**src/rtl/ps2_host_pkg.sv**
```systemverilog
package ps2_host_pkg;

  localparam logic [7:0] MODE_NONE = 8'h00;
  localparam logic [7:0] MODE_KEYS = 8'h80;
  localparam logic [7:0] MODE_ANS  = 8'h40;
  localparam logic [7:0] MODE_SEND = 8'h20;

  localparam int FRAME_BITS = 11;

  typedef enum logic [1:0] {
    TX_IDLE    = 2'd0,
    TX_INHIBIT = 2'd1,
    TX_SHIFT   = 2'd2
  } tx_state_t;

  // Odd parity: the bit that makes data plus parity carry an odd count of ones.
  function automatic logic odd_par(input logic [7:0] d);
    return ~(^d);
  endfunction

endpackage

```
**src/rtl/ps2_line_sync.sv**
```systemverilog
module ps2_line_sync #(
  parameter int STAGES = 2
) (
  input  logic clk,
  input  logic rst_n,
  input  logic line_i,
  output logic level_o
);
  localparam int N = (STAGES < 2) ? 2 : STAGES;

  logic [N-1:0] chain_q;

  generate
    for (genvar g = 0; g < N; g++) begin : g_stage
      if (g == 0) begin : g_first
        always_ff @(posedge clk) begin
          if (!rst_n) chain_q[0] <= 1'b1;
          else        chain_q[0] <= line_i;
        end
      end else begin : g_next
        always_ff @(posedge clk) begin
          if (!rst_n) chain_q[g] <= 1'b1;
          else        chain_q[g] <= chain_q[g-1];
        end
      end
    end
  endgenerate

  assign level_o = chain_q[N-1];
endmodule

```
**src/rtl/ps2_rx_frame.sv**
```systemverilog
module ps2_rx_frame #(
  parameter int IDLE_CYC = 50000
) (
  input  logic       clk,
  input  logic       rst_n,
  input  logic       clear_i,
  input  logic       fall_i,
  input  logic       dat_i,
  output logic       done_o,
  output logic [7:0] byte_o,
  output logic       par_ok_o
);
  import ps2_host_pkg::*;

  localparam int IW = (IDLE_CYC > 1) ? $clog2(IDLE_CYC) : 1;
  localparam logic [3:0] LAST_BIT = 4'(FRAME_BITS - 1);

  logic [9:0]    sr_q;
  logic [3:0]    cnt_q;
  logic [IW-1:0] idle_q;
  logic [10:0]   full;

  assign full = {dat_i, sr_q};

  always_ff @(posedge clk) begin
    if (!rst_n) begin
      sr_q     <= '0;
      cnt_q    <= '0;
      idle_q   <= '0;
      done_o   <= 1'b0;
      byte_o   <= '0;
      par_ok_o <= 1'b0;
    end else begin
      done_o <= 1'b0;
      if (clear_i) begin
        cnt_q  <= '0;
        idle_q <= '0;
      end else if (fall_i) begin
        idle_q <= '0;
        if (cnt_q == LAST_BIT) begin
          cnt_q    <= '0;
          done_o   <= ~full[0] & full[10];
          byte_o   <= full[8:1];
          par_ok_o <= ^full[9:1];
        end else begin
          sr_q  <= {dat_i, sr_q[9:1]};
          cnt_q <= cnt_q + 4'd1;
        end
      end else if (cnt_q != 4'd0) begin
        if (idle_q == IW'(IDLE_CYC - 1)) begin
          cnt_q  <= '0;
          idle_q <= '0;
        end else begin
          idle_q <= idle_q + 1'b1;
        end
      end
    end
  end

  a_r10_cnt_bounded: assert property (@(posedge clk) disable iff (!rst_n)
    cnt_q <= LAST_BIT);
  a_r12_clear_drops_partial: assert property (@(posedge clk) disable iff (!rst_n)
    clear_i |=> (cnt_q == 4'd0 && !done_o));
endmodule

```
**src/rtl/ps2_tx_frame.sv**
```systemverilog
module ps2_tx_frame #(
  parameter int INHIBIT_CYC = 25000
) (
  input  logic       clk,
  input  logic       rst_n,
  input  logic       start_i,
  input  logic [7:0] byte_i,
  input  logic       fall_i,
  output logic       busy_o,
  output logic       done_o,
  output logic       clk_low_o,
  output logic       dat_low_o
);
  import ps2_host_pkg::*;

  localparam int CW = (INHIBIT_CYC > 1) ? $clog2(INHIBIT_CYC) : 1;
  localparam logic [3:0] SHIFT_BITS = 4'(FRAME_BITS - 1);

  tx_state_t     st_q;
  logic [CW-1:0] inh_q;
  logic [9:0]    sh_q;
  logic [3:0]    bitn_q;

  always_ff @(posedge clk) begin
    if (!rst_n) begin
      st_q      <= TX_IDLE;
      inh_q     <= '0;
      sh_q      <= '0;
      bitn_q    <= '0;
      done_o    <= 1'b0;
      dat_low_o <= 1'b0;
    end else begin
      done_o <= 1'b0;
      unique case (st_q)
        TX_IDLE: begin
          dat_low_o <= 1'b0;
          if (start_i) begin
            st_q   <= TX_INHIBIT;
            inh_q  <= '0;
            sh_q   <= {1'b1, odd_par(byte_i), byte_i};
            bitn_q <= '0;
          end
        end
        TX_INHIBIT: begin
          if (inh_q == CW'(INHIBIT_CYC - 1)) begin
            st_q      <= TX_SHIFT;
            dat_low_o <= 1'b1;
          end else begin
            inh_q <= inh_q + 1'b1;
          end
        end
        TX_SHIFT: begin
          if (fall_i) begin
            if (bitn_q == SHIFT_BITS) begin
              st_q      <= TX_IDLE;
              done_o    <= 1'b1;
              dat_low_o <= 1'b0;
            end else begin
              dat_low_o <= ~sh_q[0];
              sh_q      <= {1'b0, sh_q[9:1]};
              bitn_q    <= bitn_q + 4'd1;
            end
          end
        end
        default: st_q <= TX_IDLE;
      endcase
    end
  end

  assign busy_o    = (st_q != TX_IDLE);
  assign clk_low_o = (st_q == TX_INHIBIT);

  a_r6_data_held_between_edges: assert property (@(posedge clk) disable iff (!rst_n)
    (st_q == TX_SHIFT && !fall_i) |=> $stable(dat_low_o));
  a_r6_start_bit_on_release: assert property (@(posedge clk) disable iff (!rst_n)
    $fell(clk_low_o) |-> dat_low_o);
  a_r6_data_free_while_inhibit: assert property (@(posedge clk) disable iff (!rst_n)
    clk_low_o |-> !dat_low_o);
endmodule

```
**src/rtl/ps2_port_ctrl.sv**
```systemverilog
module ps2_port_ctrl (
  input  logic       clk,
  input  logic       rst_n,
  input  logic       cmd_valid_i,
  output logic       cmd_ready_o,
  input  logic [7:0] cmd_byte_i,
  input  logic [7:0] cmd_data_i,
  input  logic       rx_arm_i,
  input  logic       rx_done_i,
  input  logic [7:0] rx_byte_i,
  input  logic       rx_par_ok_i,
  input  logic       tx_busy_i,
  input  logic       tx_done_i,
  output logic       tx_start_o,
  output logic [7:0] tx_byte_o,
  output logic       rx_clear_o,
  output logic [7:0] mode_o,
  output logic       scan_valid_o,
  output logic       ans_valid_o,
  output logic [7:0] out_byte_o,
  output logic       parity_err_o
);
  import ps2_host_pkg::*;

  logic [7:0] mode_q;
  logic [7:0] pend_q;
  logic       accept;

  assign cmd_ready_o = (mode_q != MODE_SEND) && !tx_busy_i;
  assign accept      = cmd_valid_i && cmd_ready_o;
  assign rx_clear_o  = rx_arm_i || accept || (mode_q == MODE_SEND);
  assign mode_o      = mode_q;

  // Mode register and send sequencing.
  always_ff @(posedge clk) begin
    if (!rst_n) begin
      mode_q     <= MODE_NONE;
      pend_q     <= '0;
      tx_start_o <= 1'b0;
      tx_byte_o  <= '0;
    end else begin
      tx_start_o <= 1'b0;
      if (mode_q == MODE_SEND) begin
        if (tx_done_i) begin
          if (pend_q != 8'h00) begin
            tx_start_o <= 1'b1;
            tx_byte_o  <= pend_q;
            pend_q     <= 8'h00;
          end else begin
            mode_q <= MODE_ANS;
          end
        end
      end else if (accept) begin
        mode_q     <= MODE_SEND;
        tx_start_o <= 1'b1;
        tx_byte_o  <= cmd_byte_i;
        pend_q     <= cmd_data_i;
      end else if (rx_arm_i && mode_q != MODE_ANS) begin
        mode_q <= MODE_KEYS;
      end
    end
  end

  // Routing of received bytes.
  always_ff @(posedge clk) begin
    if (!rst_n) begin
      scan_valid_o <= 1'b0;
      ans_valid_o  <= 1'b0;
      parity_err_o <= 1'b0;
      out_byte_o   <= '0;
    end else begin
      scan_valid_o <= 1'b0;
      ans_valid_o  <= 1'b0;
      parity_err_o <= 1'b0;
      if (rx_done_i) begin
        if (!rx_par_ok_i) begin
          out_byte_o   <= 8'hFF;
          parity_err_o <= 1'b1;
        end else if (mode_q == MODE_KEYS) begin
          out_byte_o   <= rx_byte_i;
          scan_valid_o <= 1'b1;
        end else if (mode_q == MODE_ANS) begin
          out_byte_o  <= rx_byte_i;
          ans_valid_o <= 1'b1;
        end
      end
    end
  end

  a_r3_error_not_routed: assert property (@(posedge clk) disable iff (!rst_n)
    parity_err_o |-> (!scan_valid_o && !ans_valid_o && out_byte_o == 8'hFF));
  a_r5_mode_single: assert property (@(posedge clk) disable iff (!rst_n)
    $onehot0(mode_q));
  a_r5_answer_kept_on_arm: assert property (@(posedge clk) disable iff (!rst_n)
    (mode_q == MODE_ANS && rx_arm_i && !cmd_valid_i) |=> mode_q == MODE_ANS);
  a_r11_no_ready_in_send: assert property (@(posedge clk) disable iff (!rst_n)
    (mode_q == MODE_SEND) |-> !cmd_ready_o);
  a_r8_send_ends_in_answer: assert property (@(posedge clk) disable iff (!rst_n)
    ($past(mode_q) == MODE_SEND && mode_q != MODE_SEND) |-> mode_q == MODE_ANS);
  a_r4_no_strobe_in_none: assert property (@(posedge clk) disable iff (!rst_n)
    (mode_q == MODE_NONE && $past(mode_q) == MODE_NONE) |-> (!scan_valid_o && !ans_valid_o));
endmodule

```
**src/rtl/ps2_host_port.sv**
```systemverilog
module ps2_host_port #(
  parameter int SYNC_STAGES = 2,
  parameter int INHIBIT_CYC = 25000,
  parameter int IDLE_CYC    = 50000
) (
  input  logic       clk,
  input  logic       rst_n,
  input  logic       ps2_clk_i,
  input  logic       ps2_dat_i,
  output logic       ps2_clk_low_o,
  output logic       ps2_dat_low_o,
  input  logic       rx_arm_i,
  input  logic       cmd_valid_i,
  output logic       cmd_ready_o,
  input  logic [7:0] cmd_byte_i,
  input  logic [7:0] cmd_data_i,
  output logic       scan_valid_o,
  output logic       ans_valid_o,
  output logic [7:0] rx_byte_o,
  output logic       parity_err_o,
  output logic [7:0] mode_o
);
  logic       clk_lvl, dat_lvl, clk_prev_q, clk_fall;
  logic       rx_clear, rx_done, rx_par_ok;
  logic [7:0] rx_byte;
  logic       tx_start, tx_busy, tx_done;
  logic [7:0] tx_byte;

  ps2_line_sync #(.STAGES(SYNC_STAGES)) u_sync_clk (
    .clk(clk), .rst_n(rst_n), .line_i(ps2_clk_i), .level_o(clk_lvl));
  ps2_line_sync #(.STAGES(SYNC_STAGES)) u_sync_dat (
    .clk(clk), .rst_n(rst_n), .line_i(ps2_dat_i), .level_o(dat_lvl));

  always_ff @(posedge clk) begin
    if (!rst_n) clk_prev_q <= 1'b1;
    else        clk_prev_q <= clk_lvl;
  end
  assign clk_fall = clk_prev_q & ~clk_lvl;

  ps2_rx_frame #(.IDLE_CYC(IDLE_CYC)) u_rx (
    .clk(clk), .rst_n(rst_n), .clear_i(rx_clear), .fall_i(clk_fall),
    .dat_i(dat_lvl), .done_o(rx_done), .byte_o(rx_byte), .par_ok_o(rx_par_ok));

  ps2_tx_frame #(.INHIBIT_CYC(INHIBIT_CYC)) u_tx (
    .clk(clk), .rst_n(rst_n), .start_i(tx_start), .byte_i(tx_byte),
    .fall_i(clk_fall), .busy_o(tx_busy), .done_o(tx_done),
    .clk_low_o(ps2_clk_low_o), .dat_low_o(ps2_dat_low_o));

  ps2_port_ctrl u_ctrl (
    .clk(clk), .rst_n(rst_n),
    .cmd_valid_i(cmd_valid_i), .cmd_ready_o(cmd_ready_o),
    .cmd_byte_i(cmd_byte_i), .cmd_data_i(cmd_data_i), .rx_arm_i(rx_arm_i),
    .rx_done_i(rx_done), .rx_byte_i(rx_byte), .rx_par_ok_i(rx_par_ok),
    .tx_busy_i(tx_busy), .tx_done_i(tx_done), .tx_start_o(tx_start),
    .tx_byte_o(tx_byte), .rx_clear_o(rx_clear), .mode_o(mode_o),
    .scan_valid_o(scan_valid_o), .ans_valid_o(ans_valid_o),
    .out_byte_o(rx_byte_o), .parity_err_o(parity_err_o));

  a_r1_lines_free_in_reset: assert property (@(posedge clk)
    !rst_n |=> (!ps2_clk_low_o && !ps2_dat_low_o));
endmodule

```
**config.mk**
```make
export PLATFORM = sky130hd
export DESIGN_NAME = ps2_host_port
export DESIGN_NICKNAME = d
export VERILOG_FILES = /design/src/rtl/ps2_host_pkg.sv /design/src/rtl/ps2_line_sync.sv /design/src/rtl/ps2_rx_frame.sv /design/src/rtl/ps2_tx_frame.sv /design/src/rtl/ps2_port_ctrl.sv /design/src/rtl/ps2_host_port.sv
export SDC_FILE = /design/constraint.sdc
export NUM_CORES = 1
export LEC_CHECK = 0
export ABC_AREA = 1
export BUFFER_PORTS_ARGS = -buffer_cell sky130_fd_sc_hd__buf_4
export CAP_MARGIN = 5
export CORE_MARGIN = 1.5
export CORE_UTILIZATION = 35
export DETAILED_ROUTE_END_ITERATION = 16
export SYNTH_ARGS = -nofsm -noshare
export SYNTH_HDL_FRONTEND = slang
export SYNTH_SLANG_ARGS = --single-unit
```
**constraint.sdc**
```tcl
create_clock -name clk -period 1.8 [get_ports clk]
set_input_delay 0.36 -clock clk [delete_from_list [all_inputs] [get_ports clk]]
set_output_delay 0.36 -clock clk [all_outputs]
set_load 0.01 [all_outputs]
```
==> results of run 1 <==
## registers in the layout, summed over array words and instances, names as in the netlist, 8 cells and up
signal             flops
u_ctrl.out_byte_o      8
u_ctrl.pend_q          8
u_ctrl.tx_byte_o       8
u_rx.byte_o            8
u_rx.idle_q           16
u_rx.sr_q             10
u_tx.inh_q            15
u_tx.sh_q             10
## logic make-up (layout without fill, tap and decap cells)
group	Yosys count	in the layout	synth area share (%)
flops	109	109	39.8
fa+ha+maj	11	11	2.51
simple gates	399	399	33.2
buf+inv	118	162	9.28
xor+xnor	17	17	2.71
other cells	1	5	0.0684
compound gates	129	129	12.4
## worst max-delay path by stage
stage                                       start                         end  cells after the start
detailed placement      u_tx.st_q[0]$_SDFFE_PN0P_  u_rx.par_ok_o$_SDFFE_PN0P_                      9
floorplan               u_tx.st_q[1]$_SDFFE_PN0P_  u_tx.inh_q[0]$_SDFFE_PN0P_                      7
finish                  u_tx.st_q[0]$_SDFFE_PN0P_                 cmd_ready_o                      5
CTS                     u_tx.st_q[0]$_SDFFE_PN0P_                 cmd_ready_o                      5
global route        u_ctrl.mode_o[6]$_SDFFE_PN0P_                 cmd_ready_o                      5
global placement        u_tx.st_q[0]$_SDFFE_PN0P_  u_rx.par_ok_o$_SDFFE_PN0P_                      9
## routing by layer
layer  vias to the layer above  GRT usage [%]
li1                       2608              -
met1                      2132           20.1
met2                        87           22.8
met3                        15           4.05
met4                         0           5.09
met5                         -              0
## power by group
group,internal [mW],total [mW],switching [mW]
registers,2.70,2.91,0.205
clock network,0.953,1.89,0.936
logic,0.960,2.70,1.74
total,4.62,7.49,2.88
## Yosys cell counts (2+ instances only)
cell and n:
a21oi_1 55, a31oi_1 9, buf_2 5, buf_4 7
buf_6 3, clkbuf_1 9, clkinv_1 3, dfxtp_1 109
ha_1 11, inv_1 78, inv_2 12, nand2_1 189
nand2_2 10, nand2_4 3, nand3_1 53, nand3_2 4
nand3_4 5, nand3b_1 4, nand4_1 15, nor2_1 92
nor2_2 4, nor2_4 2, nor3_1 9, nor3b_1 2
o21ai_0 56, o21ai_2 2, or2_2 4, xnor2_1 5
xor2_1 12
## stage by stage
step / worst slack [ns] / cell area, µm² / total power [mW] / instances / util (%)
final: 0.123 / 6310 / 7.49 / 1043 / 41.3
after CTS: 0.00234 / 6290 / 7.55 / 1043 / 41.2
after global placement: 0.107 / 6010 / 5.61 / 1027 / 39.4
after global routing: 0.00750 / 6310 / 8.06 / 1043 / 41.3
after floorplan: 0.218 / 5500 / 4.95 / 788 / -
after detailed placement: 0.0671 / 6010 / 5.63 / 1027 / 39.4
## cell usage in the layout (no fill, tap or decap), types with 2 or more instances in the layout
cell / synthesis / routed
nand3_2: 4 / 4
clkinv_1: 3 / 3
nand3_1: 53 / 53
a21oi_1: 55 / 55
nand4_1: 15 / 15
clkinv_2: 0 / 2
conb_1: 1 / 5
nand3_4: 5 / 5
nor2_1: 92 / 91
nor2_2: 4 / 5
nand2_2: 10 / 10
dfxtp_1: 109 / 109
o21ai_2: 2 / 2
inv_1: 78 / 77
xnor2_1: 5 / 5
ha_1: 11 / 9
nand2_4: 3 / 3
xor2_1: 12 / 12
nor3b_1: 2 / 2
o21ai_0: 56 / 54
clkbuf_16: 0 / 9
inv_2: 12 / 13
nand2_1: 189 / 189
nor3_1: 9 / 9
nand3b_1: 4 / 4
or2_2: 4 / 4
nor2_4: 2 / 2
o21ai_1: 1 / 3
buf_4: 7 / 52
a31oi_1: 9 / 9
## worst max-delay path, cell delays in order (launching register included)
cell and delay, ns:
dfxtp_1 0.32, inv_1 0.16, ha_4 0.20, nand2_1 0.07, inv_2 0.10, buf_4 0.12
## cell type report
cell class | instances | area [µm²] | area share, %
Sequential cell | 109 | 2180 | 34.6
Multi-Input combinational cell | 561 | 2830 | 44.8
Inverter | 93 | 349 | 5.53
Clock buffer | 10 | 229 | 3.63
Timing Repair Buffer | 53 | 410 | 6.51
Tap cell | 211 | 264 | 4.19
Clock inverter | 6 | 46.3 | 0.734
==> results.sh, run 1 <==
export IMPL_topRoutingLayerUsed="met4"
export IMPL_timing_rr_start="u_rx.cnt_q[0]$_SDFFE_PP0P_"
export IMPL_ys_flop_type="dfxtp_1"
export IMPL_timing_max_cap_violations=0
export IMPL_cts_hold_buf=0
export IMPL_postSynthAreaPerCell_um2=7.00
export IMPL_rrSetupSlack_ns=0.16
export IMPL_place_port_buffers=38
export IMPL_globalRouteTotalUtil_pct=14.9
export IMPL_number_of_antenna_violations_at_the_first_check_in_global_routing=0
export IMPL_worst_r2r_cell_count=9
export IMPL_synth_area_um2=5490
export IMPL_detail_route_drc_violations=0
export IMPL_yosysTopAreaCellShare_pct=39.8
export IMPL_synth_cells=784
export IMPL_synth_ff_latch_count=109
export IMPL_floorplan_die_area_um2=16400
export IMPL_vias_per_cell=4.64
export IMPL_cts_resized=0
export IMPL_final_setup_skew_ns=0.00875
export IMPL_design_final_nets=860
export IMPL_flow_area_growth_from_synthesis_pct=15.0
export IMPL_timing_hold_worst_path_depth=2
export IMPL_timing_hold_ws_ns=0.185
export IMPL_totalNegativeSetupSlack_ns=0
export IMPL_vdd_drop_max_mv=0.601
export IMPL_synthArstFlopShare_pct=0
export IMPL_synth_seq_area_share_pct=39.8
export IMPL_r2r_end="u_rx.idle_q[14]$_SDFFE_PP0P_"
export IMPL_worst_path_required_time_ns=1.44
export IMPL_initial_core_util_pct=35.9
export IMPL_fillers=1612
export IMPL_cts_post_setup_buffers_inserted=0
export IMPL_numCtsBuffers=9
export IMPL_yosys_top_cells_area="dfxtp_1, nand2_1, nor2_1, inv_1, o21ai_0"
export IMPL_floorplan_io_pins=44
export IMPL_grt_pass1_vias=4207
export IMPL_htree_num_levels=3
export IMPL_finalWeightedCongestion=0.840
export IMPL_hold_wc_startpoint="ps2_dat_i"
export IMPL_crit_type="reg2out"
export IMPL_cts_tree="yes"
export IMPL_whs_endpoint="u_sync_dat.chain_q[0]$_SDFF_PN1_"
export IMPL_floorplan_die_width_um=128
export IMPL_finalMaxSlewViolations=0
export IMPL_finalCriticalPeriod_ns=1.68
export IMPL_max_freq_mhz=596
export IMPL_setup_viol=0
export IMPL_route_met3_wl_um=550
export IMPL_antenna_left=0
export IMPL_path_max_fanout=4
export IMPL_grt_remaining_overflow=0
export IMPL_clkTransAtPathRegs_ns=0.07
export IMPL_core_area_um2=15300
export IMPL_via_count=4842
export IMPL_worst_setup_path_end_kind="primary output"
export IMPL_antenna_cells_inserted=0
export IMPL_synth_enable_flop_cells=0
export IMPL_wirelength_um=11600
export IMPL_dieHeight_um=128
export IMPL_wl_met1_um=5860
export IMPL_min_delay_path_class="in2reg"
export IMPL_final_count_of_hold_timing_violations=0
export IMPL_drt_pass1_iter_count=5
export IMPL_clock_insertion_delay_worst_skew_ns=0.36
export IMPL_grt_start_max_net_pins=44
export IMPL_critical_path_startpoint_type="flop"
export IMPL_grt_setup_unrepaired="no"
export IMPL_place_detailed_hpwl_um=8630
export IMPL_drtIter0Drc=288
export IMPL_post_synthesis_cell_type_with_the_largest_combined_area="dfxtp_1"
export IMPL_outcome="finished, final reports clean"
export IMPL_cts_root_buffer="clkbuf_16"
export IMPL_wp_data_arrival_ns=1.32
export IMPL_power_leakage_nw=2.61
export IMPL_ctsLongestPathBuffers=2
export IMPL_yosysWarningCount=0
export IMPL_placement_rows=45
export IMPL_cts_num_sinks=109
export IMPL_grt_pass1_wl_um=19700
export IMPL_route_detailed_wl_per_inst_um=11.1
export IMPL_post_route_cells_drive_above_1_share_pct=14.4
export IMPL_fin_crit_sh_pct=93.2
export IMPL_post_synth_num_cell_types=41
export IMPL_detailed_route_wirelength_on_metal2_um=5020
export IMPL_power_density_nw_per_um2=1190
No activity file was read; power rests on OpenSTA's default activity.
==> run 2: changes to the inputs <==
--- a/config.mk
+++ b/config.mk
@@ -9,8 +9,10 @@
 export BUFFER_PORTS_ARGS = -buffer_cell sky130_fd_sc_hd__buf_4
 export CAP_MARGIN = 5
 export CORE_MARGIN = 1.5
-export CORE_UTILIZATION = 35
+export CORE_UTILIZATION = 60
 export DETAILED_ROUTE_END_ITERATION = 16
+export GPL_TIMING_DRIVEN = 1
+export PLACE_DENSITY = 0.8
 export SYNTH_ARGS = -nofsm -noshare
 export SYNTH_HDL_FRONTEND = slang
 export SYNTH_SLANG_ARGS = --single-unit
==> results.sh, run 2 (synthesis results as in run 1) <==
export IMPL_path_buf_inv=4
export IMPL_most_common_layout_cells="nand2_1, dfxtp_1, nor2_1, inv_1, o21ai_0"
export IMPL_largest_register_ffs=16
export IMPL_wp_data_arrival_ns=1.37
export IMPL_cts_num_sinks=109
export IMPL_max_freq_mhz=577
export IMPL_path_max_fanout=4
export IMPL_final_setup_skew_ns=0.0200
export IMPL_critical_path_top_delay_family="buffers and inverters"
export IMPL_timing_max_cap_violations=0
export IMPL_grt_pass1_vias=4553
export IMPL_setup_viol=0
export IMPL_max_stage_delay_cell_worst_path="dfxtp_2"
export IMPL_timing_rr_start="u_rx.cnt_q[0]$_SDFFE_PP0P_"
export IMPL_cells_traversed_along_the_worst_timing_path="inv_2 > ha_2 > buf_4 > nand2_1 > inv_2 > buf_4"
export IMPL_globalRouteTotalUtil_pct=25.0
export IMPL_crit_type="reg2out"
export IMPL_grt_start_max_net_pins=35
export IMPL_place_port_buffers=38
export IMPL_detail_route_drc_violations=0
export IMPL_hold_wc_startpoint="ps2_clk_i"
export IMPL_cts_root_buffer="clkbuf_8"
export IMPL_route_detailed_wl_per_inst_um=12.3
export IMPL_htree_num_levels=3
export IMPL_wirelength_um=11600
export IMPL_grt_pass1_wl_um=20100
export IMPL_clock_insertion_delay_worst_skew_ns=0.39
export IMPL_clkTransAtPathRegs_ns=0.12
export IMPL_drtIter0Drc=222
export IMPL_dieHeight_um=98.6
export IMPL_post_route_cell_area_um2=6100
export IMPL_finalCriticalPeriod_ns=1.73
export IMPL_floorplan_io_pins=44
export IMPL_floorplan_die_area_um2=9720
export IMPL_outcome="finished, final reports clean"
export IMPL_number_of_antenna_violations_at_the_first_check_in_global_routing=0
export IMPL_flow_area_growth_from_synthesis_pct=11.2
export IMPL_layout_cells_most_common="nand2_1"
export IMPL_critPathLaunch="u_tx.st_q[1]$_SDFFE_PN0P_"
export IMPL_cts_tree="yes"
export IMPL_vias_per_cell=5.28
export IMPL_worst_setup_path_end_kind="primary output"
export IMPL_finalMaxSlewViolations=0
export IMPL_design_final_nets=861
export IMPL_fin_crit_sh_pct=96.2
export IMPL_initial_core_util_pct=62.3
export IMPL_core_area_um2=8810
export IMPL_finalWeightedCongestion=0.907
export IMPL_numCtsBuffers=9
export IMPL_critical_path_max_stage_delay_ns=0.35
export IMPL_critical_path_startpoint_type="flop"
export IMPL_placement_rows=34
export IMPL_place_detailed_hpwl_um=8660
export IMPL_floorplan_die_width_um=98.6
export IMPL_vdd_drop_max_mv=0.824
export IMPL_reg_largest_list="u_rx.idle_q (16), u_tx.inh_q (15)"
export IMPL_post_route_cells_drive_above_1_share_pct=14.9
export IMPL_antenna_left=0
export IMPL_grt_remaining_overflow=0
export IMPL_dpl_instance_area_um2=5870
export IMPL_drt_pass1_iter_count=4
export IMPL_via_count=4970
export IMPL_grt_setup_unrepaired="no"
export IMPL_final_count_of_hold_timing_violations=0
export IMPL_antenna_cells_inserted=0
export IMPL_worst_path_required_time_ns=1.44
export IMPL_largest_register="u_rx.idle_q"
export IMPL_min_delay_path_class="in2reg"
export IMPL_ctsLongestPathBuffers=2
export IMPL_power_leakage_nw=2.58
export IMPL_power_density_nw_per_um2=1170
export IMPL_totalNegativeSetupSlack_ns=0
run 2: layout make-up:
class	count	area (µm²)
fillers	731	2710
flip-flops and latches	109	2180
repair buffers	54	405
well taps	108	135
clock inverters	7	86.3
inverters	93	349
multi-input cells	561	2810
clock buffers	9	124
run 2: path summary, 6_finish.rpt:
kind | slack (ns) | cells after the start | to
worst max-delay path | 0.07 | 6 | cmd_ready_o
worst min-delay path | 0.15 | 2 | u_sync_clk.chain_q[0]$_SDFF_PN1_
worst max register to register | 0.17 | 9 | u_rx.idle_q[12]$_SDFFE_PP0P_
worst min register to register | 0.44 | 1 | u_sync_dat.level_o$_SDFF_PN1_
run 2: where the power goes:
group	internal [mW]	switching [mW]	total (mW)
logic	0.943	1.73	2.67
clock network	0.568	0.975	1.54
registers	2.71	0.216	2.93
run 2: timing repair:
| item | CTS | global route |
|---|---|---|
| setup endpoints to repair | 1 | 5 |
| resized for setup | 5 | 1 |
| hold buffers | 0 | 0 |
| pin swaps | 0 | 1 |
| setup buffers | 1 | 1 |
run 2: stage by stage:
step	std cells	hold WS [ns]	setup WS [ns]	utilization, %	power [mW]
final	941	0.146	0.0681	69.3	7.14
after global routing	941	0.135	0.00144	69.3	7.66
after floorplan	788	0.393	0.218	-	4.95
after detailed placement	923	0.406	0.118	66.6	5.58
after CTS	940	0.138	0.0380	69.1	7.13
after global placement	923	0.401	0.227	66.6	5.48
run 2: routing by layer:
| metal | global-route usage [%] | part of all wire, % | vias to the layer above | routed length [µm] |
|---|---|---|---|---|
| li1 | - | - | 2603 | - |
| met1 | 32.8 | 48 | 2221 | 5500 |
| met2 | 42.0 | 46 | 134 | 5300 |
| met3 | 5.11 | 5.2 | 12 | 603 |
| met4 | 6.81 | 1.4 | 0 | 159 |
| met5 | 0 | 0 | - | 0 |
